--- src/rtl/lp_pkg.sv ---
package lp_pkg;

  typedef enum logic [1:0] {
    ST_ATTN = 2'b00,
    ST_STBY = 2'b01,
    ST_NAP  = 2'b10,
    ST_PDN  = 2'b11
  } lp_state_e;

  typedef enum logic [1:0] {
    WK_IDLE    = 2'b00,
    WK_FELL    = 2'b01,
    WK_WAIT_ID = 2'b10
  } wake_ph_e;

  function automatic logic is_low_power(input lp_state_e s);
    return (s == ST_NAP) || (s == ST_PDN);
  endfunction

  // readiness rule: both flags, unless nap is entered without self-refresh
  function automatic logic entry_precond_ok(input logic to_pdn, input logic wbuf_done,
                                            input logic banks_idle, input logic nap_selfref);
    return (wbuf_done && banks_idle) || (!to_pdn && !nap_selfref);
  endfunction

  // awake state to come back to after the sleep period
  function automatic lp_state_e resume_target(input lp_state_e from, input logic relax);
    return (from == ST_ATTN && !relax) ? ST_ATTN : ST_STBY;
  endfunction

endpackage

--- src/rtl/lp_sync_edge.sv ---
module lp_sync_edge #(
  parameter int SYNC_STAGES = 2,
  parameter int DATA_W      = 8
) (
  input  logic              clk,
  input  logic              rst_n,
  input  logic              sck,
  input  logic [DATA_W-1:0] data,
  output logic              sck_fall,
  output logic              sck_rise,
  output logic [DATA_W-1:0] data_s
);

  logic [SYNC_STAGES-1:0] sck_q;
  logic                   sck_prev;
  logic [DATA_W-1:0]      dat_q [SYNC_STAGES];

  always_ff @(posedge clk or negedge rst_n) begin
    if (!rst_n) begin
      sck_q    <= '1;
      sck_prev <= 1'b1;
      for (int i = 0; i < SYNC_STAGES; i++) dat_q[i] <= '0;
    end else begin
      sck_q    <= {sck_q[SYNC_STAGES-2:0], sck};
      sck_prev <= sck_q[SYNC_STAGES-1];
      dat_q[0] <= data;
      for (int i = 1; i < SYNC_STAGES; i++) dat_q[i] <= dat_q[i-1];
    end
  end

  assign sck_fall = sck_prev & ~sck_q[SYNC_STAGES-1];
  assign sck_rise = ~sck_prev & sck_q[SYNC_STAGES-1];
  assign data_s   = dat_q[SYNC_STAGES-1];

endmodule

--- src/rtl/lp_wake_detect.sv ---
module lp_wake_detect
  import lp_pkg::*;
#(
  parameter int ID_W = 6
) (
  input  logic            clk,
  input  logic            rst_n,
  input  logic            sck_fall,
  input  logic            sck_rise,
  input  logic            cmd_s,
  input  logic            sio_s,
  input  logic [ID_W-1:0] id_s,
  input  logic            skip_id,
  input  logic            id_late,
  input  logic [ID_W-1:0] dev_id,
  output logic            wake,
  output logic            wake_pdn,
  output logic            id_miss,
  output logic            broken
);

  wake_ph_e ph, ph_nxt;
  logic     mode_q;
  logic     id_match;

  assign id_match = (id_s == dev_id);

  always_comb begin
    ph_nxt  = ph;
    wake    = 1'b0;
    id_miss = 1'b0;
    broken  = 1'b0;
    unique case (ph)
      WK_IDLE: begin
        if (sck_fall && !cmd_s) ph_nxt = WK_FELL;
      end
      WK_FELL: begin
        if (sck_rise) begin
          if (!cmd_s) begin
            broken = 1'b1;
            ph_nxt = WK_IDLE;
          end else if (skip_id) begin
            wake   = 1'b1;
            ph_nxt = WK_IDLE;
          end else if (id_late) begin
            ph_nxt = WK_WAIT_ID;
          end else begin
            ph_nxt  = WK_IDLE;
            wake    = id_match;
            id_miss = !id_match;
          end
        end
      end
      WK_WAIT_ID: begin
        if (sck_rise) begin
          ph_nxt  = WK_IDLE;
          wake    = id_match;
          id_miss = !id_match;
        end
      end
      default: ph_nxt = WK_IDLE;
    endcase
  end

  always_ff @(posedge clk or negedge rst_n) begin
    if (!rst_n) begin
      ph     <= WK_IDLE;
      mode_q <= 1'b0;
    end else begin
      ph <= ph_nxt;
      if (ph == WK_IDLE && sck_fall && !cmd_s) mode_q <= sio_s;
    end
  end

  assign wake_pdn = mode_q;

endmodule

--- src/rtl/lp_dwell_timer.sv ---
module lp_dwell_timer #(
  parameter int CNT_W = 8
) (
  input  logic             clk,
  input  logic             rst_n,
  input  logic             load,
  input  logic [CNT_W-1:0] load_val,
  output logic             busy
);

  logic [CNT_W-1:0] cnt;

  always_ff @(posedge clk or negedge rst_n) begin
    if (!rst_n)           cnt <= '0;
    else if (load)        cnt <= load_val;
    else if (cnt != '0)   cnt <= cnt - 1'b1;
  end

  assign busy = (cnt != '0);

endmodule

--- src/rtl/lpstate_ctrl.sv ---
module lpstate_ctrl
  import lp_pkg::*;
#(
  parameter int CNT_W       = 8,
  parameter int ID_W        = 6,
  parameter int SYNC_STAGES = 2
) (
  input  logic             clk,
  input  logic             rst_n,
  input  logic             cmd_nap_req,
  input  logic             cmd_pdn_req,
  input  logic             cmd_relax,
  input  logic             wbuf_retired,
  input  logic             banks_precharged,
  input  logic             cfg_nap_selfref,
  input  logic             cfg_skip_id,
  input  logic             cfg_id_late,
  input  logic [ID_W-1:0]  cfg_dev_id,
  input  logic [CNT_W-1:0] t_quiet,
  input  logic [CNT_W-1:0] t_nap_min_stay,
  input  logic [CNT_W-1:0] t_nap_min_gap,
  input  logic [CNT_W-1:0] t_pdn_min_stay,
  input  logic [CNT_W-1:0] t_pdn_min_gap,
  input  logic             pkt_hit,
  input  logic             sck,
  input  logic             cmd_wire,
  input  logic             sio0,
  input  logic [ID_W-1:0]  dq_id,
  output logic [1:0]       pwr_state,
  output logic             entry_err,
  output logic             exit_err,
  output logic             quiet_err,
  output logic             restore_req
);

  localparam int BUS_W = ID_W + 2;

  lp_state_e        cur_st, ret_st;
  logic             sck_fall, sck_rise;
  logic [BUS_W-1:0] wake_bus_s;
  logic             cmd_s, sio_s;
  logic [ID_W-1:0]  id_s;
  logic             wake, wake_pdn, id_miss, broken;
  logic             guard_busy, quiet_busy;
  logic             entry_req, entry_dual, entry_go, entry_bad;
  logic             wake_kind_ok, exit_go, exit_bad;
  logic             guard_load;
  logic [CNT_W-1:0] guard_val;

  lp_sync_edge #(.SYNC_STAGES(SYNC_STAGES), .DATA_W(BUS_W)) u_sync (
    .clk      (clk),
    .rst_n    (rst_n),
    .sck      (sck),
    .data     ({cmd_wire, sio0, dq_id}),
    .sck_fall (sck_fall),
    .sck_rise (sck_rise),
    .data_s   (wake_bus_s)
  );

  assign cmd_s = wake_bus_s[BUS_W-1];
  assign sio_s = wake_bus_s[BUS_W-2];
  assign id_s  = wake_bus_s[ID_W-1:0];

  lp_wake_detect #(.ID_W(ID_W)) u_wake (
    .clk      (clk),
    .rst_n    (rst_n),
    .sck_fall (sck_fall),
    .sck_rise (sck_rise),
    .cmd_s    (cmd_s),
    .sio_s    (sio_s),
    .id_s     (id_s),
    .skip_id  (cfg_skip_id),
    .id_late  (cfg_id_late),
    .dev_id   (cfg_dev_id),
    .wake     (wake),
    .wake_pdn (wake_pdn),
    .id_miss  (id_miss),
    .broken   (broken)
  );

  // entry decision
  assign entry_req  = cmd_nap_req | cmd_pdn_req;
  assign entry_dual = cmd_nap_req & cmd_pdn_req;
  assign entry_go   = entry_req && !entry_dual && !is_low_power(cur_st) && !guard_busy &&
                      entry_precond_ok(cmd_pdn_req, wbuf_retired, banks_precharged, cfg_nap_selfref);
  assign entry_bad  = entry_req && !entry_go;

  // exit decision
  assign wake_kind_ok = (cur_st == ST_NAP && !wake_pdn) || (cur_st == ST_PDN && wake_pdn);
  assign exit_go      = wake && wake_kind_ok && !guard_busy;
  assign exit_bad     = wake && is_low_power(cur_st) && !exit_go;

  // one guard counter serves both the minimum stay and the minimum gap
  assign guard_load = entry_go | exit_go;
  always_comb begin
    if (entry_go)              guard_val = cmd_pdn_req ? t_pdn_min_stay : t_nap_min_stay;
    else if (cur_st == ST_PDN) guard_val = t_pdn_min_gap;
    else                       guard_val = t_nap_min_gap;
  end

  lp_dwell_timer #(.CNT_W(CNT_W)) u_guard (
    .clk      (clk),
    .rst_n    (rst_n),
    .load     (guard_load),
    .load_val (guard_val),
    .busy     (guard_busy)
  );

  lp_dwell_timer #(.CNT_W(CNT_W)) u_quiet (
    .clk      (clk),
    .rst_n    (rst_n),
    .load     (entry_go),
    .load_val (t_quiet),
    .busy     (quiet_busy)
  );

  always_ff @(posedge clk or negedge rst_n) begin
    if (!rst_n) begin
      cur_st      <= ST_ATTN;
      ret_st      <= ST_ATTN;
      entry_err   <= 1'b0;
      exit_err    <= 1'b0;
      quiet_err   <= 1'b0;
      restore_req <= 1'b0;
    end else begin
      entry_err   <= entry_bad;
      exit_err    <= exit_bad;
      quiet_err   <= pkt_hit && quiet_busy;
      restore_req <= exit_go && (cur_st == ST_PDN);
      if (entry_go) begin
        cur_st <= cmd_pdn_req ? ST_PDN : ST_NAP;
        ret_st <= resume_target(cur_st, cmd_relax);
      end else if (exit_go) begin
        cur_st <= ret_st;
      end
    end
  end

  assign pwr_state = cur_st;

endmodule

--- config.mk ---
export PLATFORM = sky130hd
export DESIGN_NAME = lpstate_ctrl
export DESIGN_NICKNAME = d
export VERILOG_FILES = /design/src/rtl/lp_pkg.sv /design/src/rtl/lp_sync_edge.sv /design/src/rtl/lp_wake_detect.sv /design/src/rtl/lp_dwell_timer.sv /design/src/rtl/lpstate_ctrl.sv
export SDC_FILE = /design/constraint.sdc
export NUM_CORES = 1
export LEC_CHECK = 0
export BUFFER_PORTS_ARGS = -buffer_cell sky130_fd_sc_hd__buf_4
export CORE_ASPECT_RATIO = 0.75
export CORE_MARGIN = 3
export CORE_UTILIZATION = 28
export CTS_BUF_LIST = sky130_fd_sc_hd__clkbuf_4
export DETAILED_ROUTE_END_ITERATION = 10
export SLEW_MARGIN = 10
export SYNTH_ARGS = -nofsm -noshare
export SYNTH_HDL_FRONTEND = slang
export SYNTH_HIERARCHICAL = 1
export SYNTH_SLANG_ARGS = --single-unit
--- constraint.sdc ---
create_clock -name clk -period 5.5 [get_ports clk]
set_clock_uncertainty 0.1 [all_clocks]
set_input_delay 0.275 -clock clk [delete_from_list [all_inputs] [get_ports clk]]
set_output_delay 0.275 -clock clk [all_outputs]
set_load 0.02 [all_outputs]
# == Word level (Yosys, flattened, before mapping) ==
# Index checks and enable logic that the tools add are counted.
# totals
word_cells,95
register_bits,46
out_inout_bits,6
inputBits,66
# op_classes
mux,24
n_bitwise,7
n_eq_ne,8
add_sub_neg,2
reduce_logical,40
# ops
cell,count
$mux W8,7
$logic_and A1 B1 Y1,19
$mux W2,8
$reduce_bool A8 Y1,2
$sub A8 B1 Y8 const B,2
$logic_not A1 Y1,10
$mux W1,7
$eq A2 B2 Y1 const B,3
$eq A6 B6 Y1,1
$pmux W2 S3,1
$reduce_bool A2 Y1,3
$logic_not A2 Y1,2
$ne A2 B2 Y1 const B,2
$and A1 B1 Y1,3
$logic_or A1 B1 Y1,3
$reduce_and A3 Y1,1
$eq A2 B1 Y1 const B,1
$ne A2 B1 Y1 const B,1
$not A1 Y1,2
$or A1 B1 Y1,2
$pmux W1 S2,1

# == Logic depth before layout (Yosys ltp) ==
# Gate-level depths: netlist of the first run.
# depth
word_depth,10
ltp_mapped,12

# == Modules after synthesis ==
# The synthesis of the first run kept the hierarchy.
# by_module_without_submodules
mod,area_each_um2,n_inst,cells_per_inst
lp_dwell_timer,490.5,2,55
lpstate_ctrl,591.8,1,59
lp_sync_edge,554.3,1,29
lp_wake_detect,324.1,1,34

# == Worst setup path after synthesis of the first run ==
# Ideal clock, no wire load.
# synth_path
kind,reg-to-reg
start,reg u_guard.cnt[0]
end,reg u_guard.cnt[0]
arrival_ps,2626
n_path_buf,2
setup_time_ps,135
slack_ps,2639
path_stages_with_launch,12
period_less_slack_ps,2861
cell_sequence,dfrtp_1 -> inv_1 -> ha_1 -> or3b_2 -> nor2_1 -> inv_1 -> or3b_4 -> or2_4 -> buf_6 -> nand2_1 -> clkbuf_1 -> o31ai_1
# synth_via
elab_chain_len,6
# synth_lines
element,line_no,source
"start, declared",lp_dwell_timer.sv:11,logic [CNT_W-1:0] cnt;
"start signal, assigned",lp_dwell_timer.sv:15,else if (load) cnt <= load_val;
"start signal, assigned",lp_dwell_timer.sv:16,else if (cnt != '0) cnt <= cnt - 1'b1;
$reduce_bool A8 Y1 (*),lp_dwell_timer.sv:19,assign busy = (cnt != '0);
via guard_busy,lpstate_ctrl.sv:44,"logic guard_busy, quiet_busy;"
$logic_not A1 Y1 (*),"lpstate_ctrl.sv:84, lpstate_ctrl.sv:90",
$logic_and A1 B1 Y1 (2 in series),lpstate_ctrl.sv:84,assign entry_go = entry_req && !entry_dual && !is_low_power(cur_st) && !guard_busy &&
$or A1 B1 Y1 (*),lpstate_ctrl.sv:94,assign guard_load = entry_go | exit_go;
via guard_load,lpstate_ctrl.sv:47,logic guard_load;
$mux W8 / $reduce_bool A2 Y1 (equally long branches),-,
# Mark *: on every way through the listed nets, which the timed path passes. The rest lies on a longest branch. The select of a mux whose other input is x is not followed.
# A chain may end at the register's enable or synchronous reset.

# == Worst setup path in the final report of the first run ==
# layout_path
start,reg u_guard.cnt[0]
end,reg u_quiet.cnt[6]
# layout_via
elab_chain_len,5
# layout_lines
element,line_no,source
$reduce_bool A8 Y1 (*),lp_dwell_timer.sv:19,
via guard_busy,lpstate_ctrl.sv:44,
$logic_not A1 Y1 (*),lpstate_ctrl.sv:84,
$logic_and A1 B1 Y1 (*) (2 in series),lpstate_ctrl.sv:84,
via entry_go,lpstate_ctrl.sv:45,"logic entry_req, entry_dual, entry_go, entry_bad;"
$mux W8 / $reduce_bool A2 Y1 (equally long branches),-,
"end signal, assigned",lp_dwell_timer.sv:15,
"end signal, assigned",lp_dwell_timer.sv:16,
"end, declared",lp_dwell_timer.sv:11,
# Mark *: on every way through the listed nets, which the timed path passes. The rest lies on a longest branch.

==> metrics.yaml, run 1 <==
run_status:
  status: "finished, final reports clean"
placed_design:
  dp_hpwl_um: 4110
  post-place-cells: 391
  globalplace.congestion: 0.820
  io_buffers: 71
cts:
  cts.sinks: 45
  numCtsBuffers: 5
  clk_pin_slew_worst_paths_ns: 0.13
  cts_buffer_depth: 2
  cts_resized: 0
  cts-root-buf: "clkbuf_4"
  cts_max_level: 2
  clock_latency_ns: 0.34
  postCtsSetupRepairBufs: 0
  cts_tree: "done"
global_routing:
  grt_util_all_layers_pct: 11.0
  grt_pass1_vias: 1813
  grt_pass1_wl_um: 8670
  grt.overflow.total: 0
  grt_max_degree: 46
  grt_antenna_before_repair: 0
timing:
  setup_viol: 0
  grt_setup_unrepaired: "no"
  setup_tns_ns: 0
  slew_viol_final: 0
  post-route-min-period_ns: 3.23
  max_freq_mhz: 310
  period_share_pct: 58.7
  worstMarginPinSlew_ns: 0.721
  max_slew_margin_pct: 51.5
  finalHoldViolations: 0
drt:
  drc: 0
  avgRoutedWirePerCell_um: 13.1
  dr.pass1.iters: 4
  first_iter_violations: 69
  via_count: 1914
  routed_via_density: 4.69
  ant_nets: 0
  wl_um: 5360
critical_path:
  slowest_stage: "or3b_2"
  arrival_ns: 3.37
  cp_data_required_time_ns: 5.64
  end_kind: "flip-flop"
  cp_cell_sequence: "inv_1, ha_1, or3b_2, nor2_1, inv_1, or3b_4, or2_4, inv_1, inv_1, o211ai_1, nand3_1"
  crit_type: "reg2reg"
  cpMostUsedCell: "inv_1"
  setup.worst_path.start_class: "flip-flop"
  cpPeakStageDelay_ns: 0.50
  crit_fanout: 15
layout:
  nets: 377
  fillers: 812
  syn_to_final_growth_pct: 29.9
  layoutNonFillerInstCount: 408
  multi_input_area_mm2: 0.00114
  antennaDiodeCount: 0
  regArea_mm2: 0.00113
  layout-drive-gt1-share_pct: 29.7
synthesis:
  syn_inst: 228
  post_synth.cell_area_avg_um2: 10.6
  syn_nets: 302
  yosysWarningCount: 6
  synth_area_mm2: 0.00242
floorplanning:
  initial_utilization_pct: 29.7
  pin_count: 72
  die_x_um: 113
  core_mm2: 0.00816
  die_area_mm2: 0.00981
  rows: 28
  dieHeight_um: 86.6
power_and_ir_drop:
  power_density_mw_per_mm2: 335
  leakage_uw: 0.00151
  peakVddDrop_v: 0.000109
worst_hold_path:
  holdCritPathClass: "in2reg"
job:
  maxCapViolCount: 0
-- critical path, delay by kind of cell (launching register included) --
family          cells  cell delay, ns
simple gates        5            1.51
compound gates      1            0.13
fa+ha+maj           1            0.19
buf+inv             4            0.74
flops               1            0.46
-- metrics by stage --
step / total power [uW] / hold slack [ns] / setup slack [ns] / cell area (um2) / util [%]
2_1_floorplan: 780 / -0.121 / 2.64 / 2420 / -
3_3_place_gp: 899 / 0.205 / 2.39 / 3000 / 36.7
3_5_place_dp: 903 / 0.210 / 2.29 / 3000 / 36.7
4_1_cts: 1060 / 0.0157 / 2.27 / 3150 / 38.6
5_1_grt: 1150 / 0.00549 / 2.03 / 3150 / 38.6
6_report: 1050 / 0.0283 / 2.27 / 3150 / 38.6
-- final cells by class --
class                   instances  area share [%]
clock buffers                   5            1.19
multi-input cells             154            36.3
clock inverters                 2           0.358
repair buffers                 81            20.1
inverters                      16            1.91
well taps                     105            4.17
flip-flops and latches         45            35.9
-- repair_timing --
action | 4_1_cts | 5_1_grt
endpoints found under the hold margin | 51 | 0
setup endpoints to repair | 0 | 0
hold buffers | 10 | 0
-- sequential cells by signal, indices dropped and copies added (netlist names), 2 cells and up --
register / flops
u_guard/cnt: 8
u_sync/data_s: 8
u_quiet/cnt: 8
u_sync/sck_q: 2
pwr_state: 2
u_wake/ph: 2
u_sync/dat_q: 8
-- final timing paths --
path | startpoint | to | slack, ns | cells past startpoint
worst min register to register | u_sync/dat_q[12] | u_sync/data_s[4] | 0.26 | 0
min in group asynchronous | rst_n | entry_err | 0.35 | 2
worst max register to register | u_guard/cnt[0] | u_quiet/cnt[6] | 2.27 | 11
worst max-delay path | u_guard/cnt[0] | u_quiet/cnt[6] | 2.27 | 11
max in group asynchronous | rst_n | u_sync/sck_prev | 4.58 | 2
worst min-delay path | t_quiet[2] | u_quiet/cnt[2] | 0.03 | 3
-- where the power goes --
part | switching, uW | internal [uW]
registers | 98.7 | 414
logic | 183 | 210
clock network | 103 | 46.1
-- layer usage --
layer	vias up	part of all wire (%)	wire (um)	track usage, %
met5	-	0	0	0
met4	0	0.69	37	2.62
met3	2	7.6	406	3.28
met1	885	50	2680	16.3
met2	65	42	2240	15.8
li1	962	-	-	-
-- placed cells by master (no fill, tap or decap), types with 2 or more instances in the layout --
master / instances
a21boi_0: 2
a21o_1: 3
a21oi_1: 3
a221oi_1: 2
a31oi_1: 5
buf_4: 71
clkbuf_4: 5
dfrtp_1: 42
dfstp_2: 3
dlygate4sd3_1: 10
ha_1: 8
inv_1: 16
mux2i_1: 25
nand2_1: 13
nand3_1: 4
nand4_1: 2
nor2_1: 14
nor2b_1: 2
nor3_1: 7
nor3b_1: 6
nor4_1: 2
o211ai_1: 3
o21ai_0: 4
o31ai_1: 10
o41ai_1: 2
or3b_2: 2
or4_1: 4
or4_4: 2
xnor2_1: 5
xor2_1: 6
Power figures use the tool's default switching activity.
==> inputs of run 2 (changes only) <==
==> constraint.sdc (replaced) <==
create_clock -name clk -period 2.8 [get_ports clk]
set_clock_uncertainty 0.1 [all_clocks]
set_input_delay 0.14 -clock clk [delete_from_list [all_inputs] [get_ports clk]]
set_output_delay 0.14 -clock clk [all_outputs]
set_load 0.02 [all_outputs]
==> metrics.yaml, run 2 (synthesis results as in run 1) <==
power_and_ir_drop:
  p_sw_share_pct: 34.9  # -1.6 points
  power_density_mw_per_mm2: 666  # +99%
  leakage_uw: 0.00161  # +6.8%
  p_comb_share_pct: 37.3  # about the same
  p_sw_uw: 783  # +100%
  peakVddDrop_v: 0.000286  # +160%
  p_seq_share_pct: 44.4  # -4.2 points
  intPower_uw: 1460  # +120%
  clockPowerShare_pct: 18.3  # +4.1 points
critical_path:
  rr_worst_depth: 9  # -2
  end_kind: "flip-flop"
  cp_data_required_time_ns: 2.97  # -2.67 ns
  arrival_ns: 2.88  # -0.49 ns
  crit_type: "reg2reg"
  setup.worst_path.start_class: "flip-flop"
  crit_fanout: 8  # -7
drt:
  drc: 0  # unchanged
  first_iter_violations: 60  # -13%
  via_count: 1987  # +3.8%
  avgRoutedWirePerCell_um: 13.2  # +0.41%
  ant_nets: 0  # unchanged
  dr.pass1.iters: 4  # unchanged
  routed_via_density: 4.63  # -1.3%
  wl_um: 5660  # +5.6%
timing:
  finalHoldViolations: 0  # unchanged
  setup_viol: 0  # unchanged
  period_share_pct: 96.7  # +38 points
  worstMarginPinSlew_ns: 0.793  # +0.0714 ns
  max_freq_mhz: 370  # +19%
  grt_setup_unrepaired: "yes"
  post-route-min-period_ns: 2.71  # -0.520 ns
  setup_tns_ns: 0  # unchanged
  fin_ws_ns: 0.0938  # -2.18 ns
  max_slew_margin_pct: 46.7  # -4.8 points
  slew_viol_final: 0  # unchanged
floorplanning:
  pin_count: 72  # unchanged
  core_mm2: 0.00816  # unchanged
  die_area_mm2: 0.00981  # unchanged
  rows: 28  # unchanged
  initial_utilization_pct: 29.7  # unchanged
  die_x_um: 113  # unchanged
  dieHeight_um: 86.6  # unchanged
layout:
  layout_commonest_cell: "buf_4"
  layoutNonFillerInstCount: 429  # +5.1%
  syn_to_final_growth_pct: 39.2
  regArea_mm2: 0.00113  # unchanged
  fillers: 790  # -2.7%
  layout_common_cells: "buf_4, dfrtp_1, mux2i_1"
  layout-drive-gt1-share_pct: 32.1  # +2.4 points
  nets: 397  # +5.3%
  multi_input_area_mm2: 0.00116  # +1.2%
  antennaDiodeCount: 0  # unchanged
  final_util_pct: 41.3  # +2.8 points
run_status:
  status: "finished, final reports clean"
worst_hold_path:
  holdCritPathClass: "in2reg"
  hold_depth: 3  # unchanged
placed_design:
  io_buffers: 71  # unchanged
  post-place-cells: 399  # +2.0%
  globalplace.congestion: 0.873  # +6.4%
  dp_hpwl_um: 4210  # +2.4%
  dp_slack_ns: -0.00107  # -2.29 ns
cts:
  postCtsSetupRepairBufs: 0  # unchanged
  cts_max_level: 2  # unchanged
  cts_tree: "done"
  cts-root-buf: "clkbuf_4"
  cts_buffer_depth: 2  # unchanged
  cts.sinks: 45  # unchanged
  numCtsBuffers: 5  # unchanged
  clk_pin_slew_worst_paths_ns: 0.13  # about the same
  clock_latency_ns: 0.35  # about the same
global_routing:
  grt_pass1_vias: 1980  # +9.2%
  grt_antenna_before_repair: 0  # unchanged
  grt.overflow.total: 0  # unchanged
  grt_max_degree: 46  # unchanged
  grt_util_all_layers_pct: 11.9  # +0.87 points
  grt_pass1_wl_um: 9450  # +8.9%
job:
  maxCapViolCount: 0  # unchanged
-- run 2: critical path, stage by stage (launching register included) --
cell,delay (ns)
dfrtp_1,0.49
or4_1,0.57
nor2_2,0.15
inv_1,0.06
or3b_4,0.40
or2_4,0.26
buf_4,0.19
mux2i_2,0.20
nor2_1,0.06
a31oi_1,0.15
-- run 2: through the flow --
step | instance area, um2 | total power [uW] | hold WS, ns
global route | 3370 | 2420 | 0.0793
detailed placement | 3060 | 1810 | 0.0808
global placement | 3060 | 1790 | 0.0836
floorplan | 2420 | 1530 | -0.256
finish | 3370 | 2240 | 0.0678
CTS | 3360 | 2250 | 0.0658
-- run 2: final cells by class --
cell class | instances | area share (%)
Multi-Input combinational cell | 154 | 34.3
Sequential cell | 45 | 33.5
Timing Repair Buffer | 101 | 24.1
Tap cell | 105 | 3.90
Inverter | 16 | 1.78
Clock buffer | 6 | 1.34
Clock inverter | 2 | 1.04
-- run 2: what timing repair did --
| item | CTS | global route |
|---|---|---|
| pin swaps | 0 | 0 |
| gates resized for setup | 2 | 3 |
| endpoints found under the setup margin | 3 | 16 |
| endpoints found under the hold margin | 62 | 0 |
| hold buffers | 22 | 0 |
-- run 2: final timing paths --
check	startpoint	end	slack, ns
hold / removal	cmd_pdn_req	pwr_state[0]	0.07
max in group asynchronous	rst_n	u_quiet/cnt[0]	1.99
setup reg to reg	u_guard/cnt[2]	u_guard/cnt[5]	0.09
setup / recovery	u_guard/cnt[2]	u_guard/cnt[5]	0.09
min in group asynchronous	rst_n	u_sync/dat_q[8]	0.22
hold reg to reg	u_sync/dat_q[14]	u_sync/data_s[6]	0.26
-- run 2: power groups by stage --
stage | Combinational, uW | Sequential [uW] | Clock, uW
floorplan | 564 | 969 | 0
global placement | 791 | 1000 | 0
detailed placement | 810 | 996 | 0
CTS | 835 | 990 | 423
global route | 944 | 1030 | 452
finish | 837 | 996 | 411
-- run 2: metal layers --
metal  routed length [um]  GRT usage (%)  part of all wire [%]  up-vias
met2                 2410           18.2                    43       67
li1                     -              -                     -     1000
met3                  405           2.65                   7.2        5
met5                    0              0                     0        -
met4                   44           2.95                  0.78        0
met1                 2800           17.1                    49      915
==> inputs of run 3 (changes only) <==
--- a/config.mk
+++ b/config.mk
@@ -7,7 +7,7 @@
 export LEC_CHECK = 0
 export BUFFER_PORTS_ARGS = -buffer_cell sky130_fd_sc_hd__buf_4
 export CORE_ASPECT_RATIO = 0.75
-export CORE_MARGIN = 3
+export CORE_MARGIN = 2
 export CORE_UTILIZATION = 28
 export CTS_BUF_LIST = sky130_fd_sc_hd__clkbuf_4
 export DETAILED_ROUTE_END_ITERATION = 10
==> constraint.sdc (replaced) <==
create_clock -name clk -period 2.8 [get_ports clk]
set_clock_uncertainty 0.1 [all_clocks]
set_input_delay 0.14 -clock clk [delete_from_list [all_inputs] [get_ports clk]]
set_output_delay 0.14 -clock clk [all_outputs]
set_load 0.05 [all_outputs]
==> metrics.yaml, run 3 (synthesis results as in run 1) <==
global_routing:
  use_met1_pct: 17.1  # -0.029 points
  busiest_layer: "met2"
  grt_pass1_vias: 1970  # -0.51%
  grt_max_degree: 46  # unchanged
  grt_use_met2_pct: 18.7  # +0.51 points
  met3_usage_pct: 2.96  # +0.31 points
  grt_antenna_before_repair: 0  # unchanged
  grt.overflow.total: 0  # unchanged
  grt_pass1_wl_um: 9330  # -1.2%
  grt_util_all_layers_pct: 12.2  # +0.34 points
floorplanning:
  die_x_um: 111  # -1.8%
  initial_utilization_pct: 28.8  # -0.90 points
  die_area_mm2: 0.00942  # -4.0%
  pin_count: 72  # unchanged
  dieHeight_um: 84.6  # -2.3%
  rows: 29  # +3.6%
  core_mm2: 0.00842  # +3.1%
drt:
  routed_via_density: 4.61  # -0.57%
  dr.pass1.iters: 4  # unchanged
  via_count: 1994  # +0.35%
  wl_um: 5580  # -1.3%
  drc: 0  # unchanged
  first_iter_violations: 60  # unchanged
  avgRoutedWirePerCell_um: 12.9  # -2.2%
  ant_nets: 0  # unchanged
critical_path:
  cp_data_required_time_ns: 2.97  # about the same
  crit_start: "u_guard/cnt[3]"
  rrSetupSlack_ns: 0.14  # +0.05 ns
  end_kind: "flip-flop"
  crit_type: "reg2reg"
  r2r-end: "u_guard/cnt[0]"
  critPathCapture: "u_guard/cnt[0]"
  crit_fanout: 8  # unchanged
  r2r-start: "u_guard/cnt[3]"
  setup.worst_path.start_class: "flip-flop"
  rr_worst_depth: 9  # unchanged
  arrival_ns: 2.83  # -0.05 ns
timing:
  worstMarginPinSlew_ns: 0.808  # +0.0152 ns
  max_freq_mhz: 376  # +1.7%
  setup_viol: 0  # unchanged
  max_slew_margin_pct: 45.6  # -1.0 points
  period_share_pct: 95.0  # -1.7 points
  grt_setup_unrepaired: "no"
  holdWs_ns: 0.0574  # -0.0104 ns
  finalHoldViolations: 0  # unchanged
  slew_viol_final: 0  # unchanged
  post-route-min-period_ns: 2.66  # -0.0465 ns
placed_design:
  globalplace.congestion: 0.865  # -0.89%
  dp_hpwl_um: 4190  # -0.51%
  io_buffers: 71  # unchanged
layout:
  layout-drive-gt1-share_pct: 32.3  # +0.21 points
  antennaDiodeCount: 0  # unchanged
  fillers: 846  # +7.1%
  syn_to_final_growth_pct: 39.0
  nets: 398  # +0.25%
  layout_commonest_cell: "buf_4"
  regArea_mm2: 0.00113  # unchanged
  multi_input_area_mm2: 0.00115  # -0.32%
  final_util_pct: 40.0  # -1.3 points
  layout_common_cells: "buf_4, dfrtp_1, mux2i_1"
cts:
  cts_max_level: 2  # unchanged
  cts-root-buf: "clkbuf_4"
  postCtsSetupRepairBufs: 0  # unchanged
  cts_tree: "done"
  numCtsBuffers: 5  # unchanged
  clk_pin_slew_worst_paths_ns: 0.13  # about the same
  clock_latency_ns: 0.36  # about the same
  cts.sinks: 45  # unchanged
  cts_buffer_depth: 2  # unchanged
power_and_ir_drop:
  power_density_mw_per_mm2: 645  # -3.2%
  clockPowerShare_pct: 14.0  # -4.3 points
  peakVddDrop_v: 0.000219  # -23%
  p_sw_uw: 800  # +2.1%
  p_seq_share_pct: 45.3  # +0.9 points
  p_sw_share_pct: 36.8  # +2.0 points
  leakage_uw: 0.00161  # -0.17%
  p_comb_share_pct: 40.6  # +3.3 points
  intPower_uw: 1370  # -6.2%
run_status:
  status: "finished, final reports clean"
worst_hold_path:
  holdCritPathClass: "in2reg"
job:
  maxCapViolCount: 0  # unchanged
run 3: cell count changes in the layout (fill, tap and decap cells not counted):
cell	before	now
clkinv_1	0	1
buf_12	0	1
inv_1	16	14
clkbuf_4	6	5
mux2i_2	1	0
mux2i_1	24	25
inv_2	0	2
bufinv_16	1	0
clkinv_4	0	1
run 3: power groups by stage:
stage / Combinational, uW / Sequential (uW) / Clock (uW)
2_1_floorplan: 564 / 986 / 0
3_3_place_gp: 836 / 985 / 0
3_5_place_dp: 847 / 989 / 0
4_1_cts: 876 / 978 / 324
5_1_grt: 999 / 1010 / 357
6_report: 882 / 984 / 304
run 3: worst max-delay path: stages (launching register included):
cell     delay, ns
dfrtp_1       0.45
or4_1         0.60
nor2_2        0.17
inv_1         0.06
or3b_4        0.40
or2_4         0.27
buf_4         0.19
mux2i_1       0.18
nand2_1       0.08
o31ai_1       0.07
run 3: final cells by class:
| class | instances | area share (%) |
|---|---|---|
| clock buffer | 5 | 1.11 |
| clock inverter | 3 | 0.520 |
| inverter | 16 | 1.78 |
| multi-input combinational | 154 | 34.3 |
| sequential | 45 | 33.6 |
| tap | 108 | 4.01 |
| timing repair buffer | 102 | 24.7 |
run 3: what timing repair did:
item                                    in CTS  in global routing
resized for setup                            3                  3
endpoints found under the setup margin       6                 11
hold buffers                                22                  0
hold endpoints to repair                    62                  0
run 3: stage by stage:
step | power (uW) | setup WS (ns) | cells | setup TNS [ns] | cell area, um2
final | 2170 | 0.140 | 433 | 0 | 3370
after global routing | 2370 | 0.00873 | 433 | 0 | 3370
after CTS | 2180 | 0.0208 | 433 | 0 | 3360
after detailed placement | 1840 | -0.0190 | 403 | -0.0358 | 3080
after global placement | 1820 | 0.0757 | 403 | 0 | 3080
after floorplan | 1550 | 0.0508 | 228 | 0 | 2420
run 3: worst min path at each step:
stage | end | cells after the start | from
after floorplan | entry_err | 0 | rst_n
after global routing | entry_err | 4 | cmd_nap_req
after global placement | quiet_err | 1 | rst_n
after CTS | entry_err | 4 | cmd_nap_req
after detailed placement | u_sync/dat_q[12] | 1 | rst_n
final | entry_err | 4 | cmd_nap_req
run 3: layer usage:
| metal | up-vias | part of all wire (%) | wire [um] |
|---|---|---|---|
| met5 | - | 0 | 0 |
| met4 | 0 | 1.4 | 80 |
| met3 | 7 | 4.9 | 272 |
| met2 | 51 | 45 | 2490 |
| met1 | 928 | 49 | 2740 |
| li1 | 1008 | - | - |
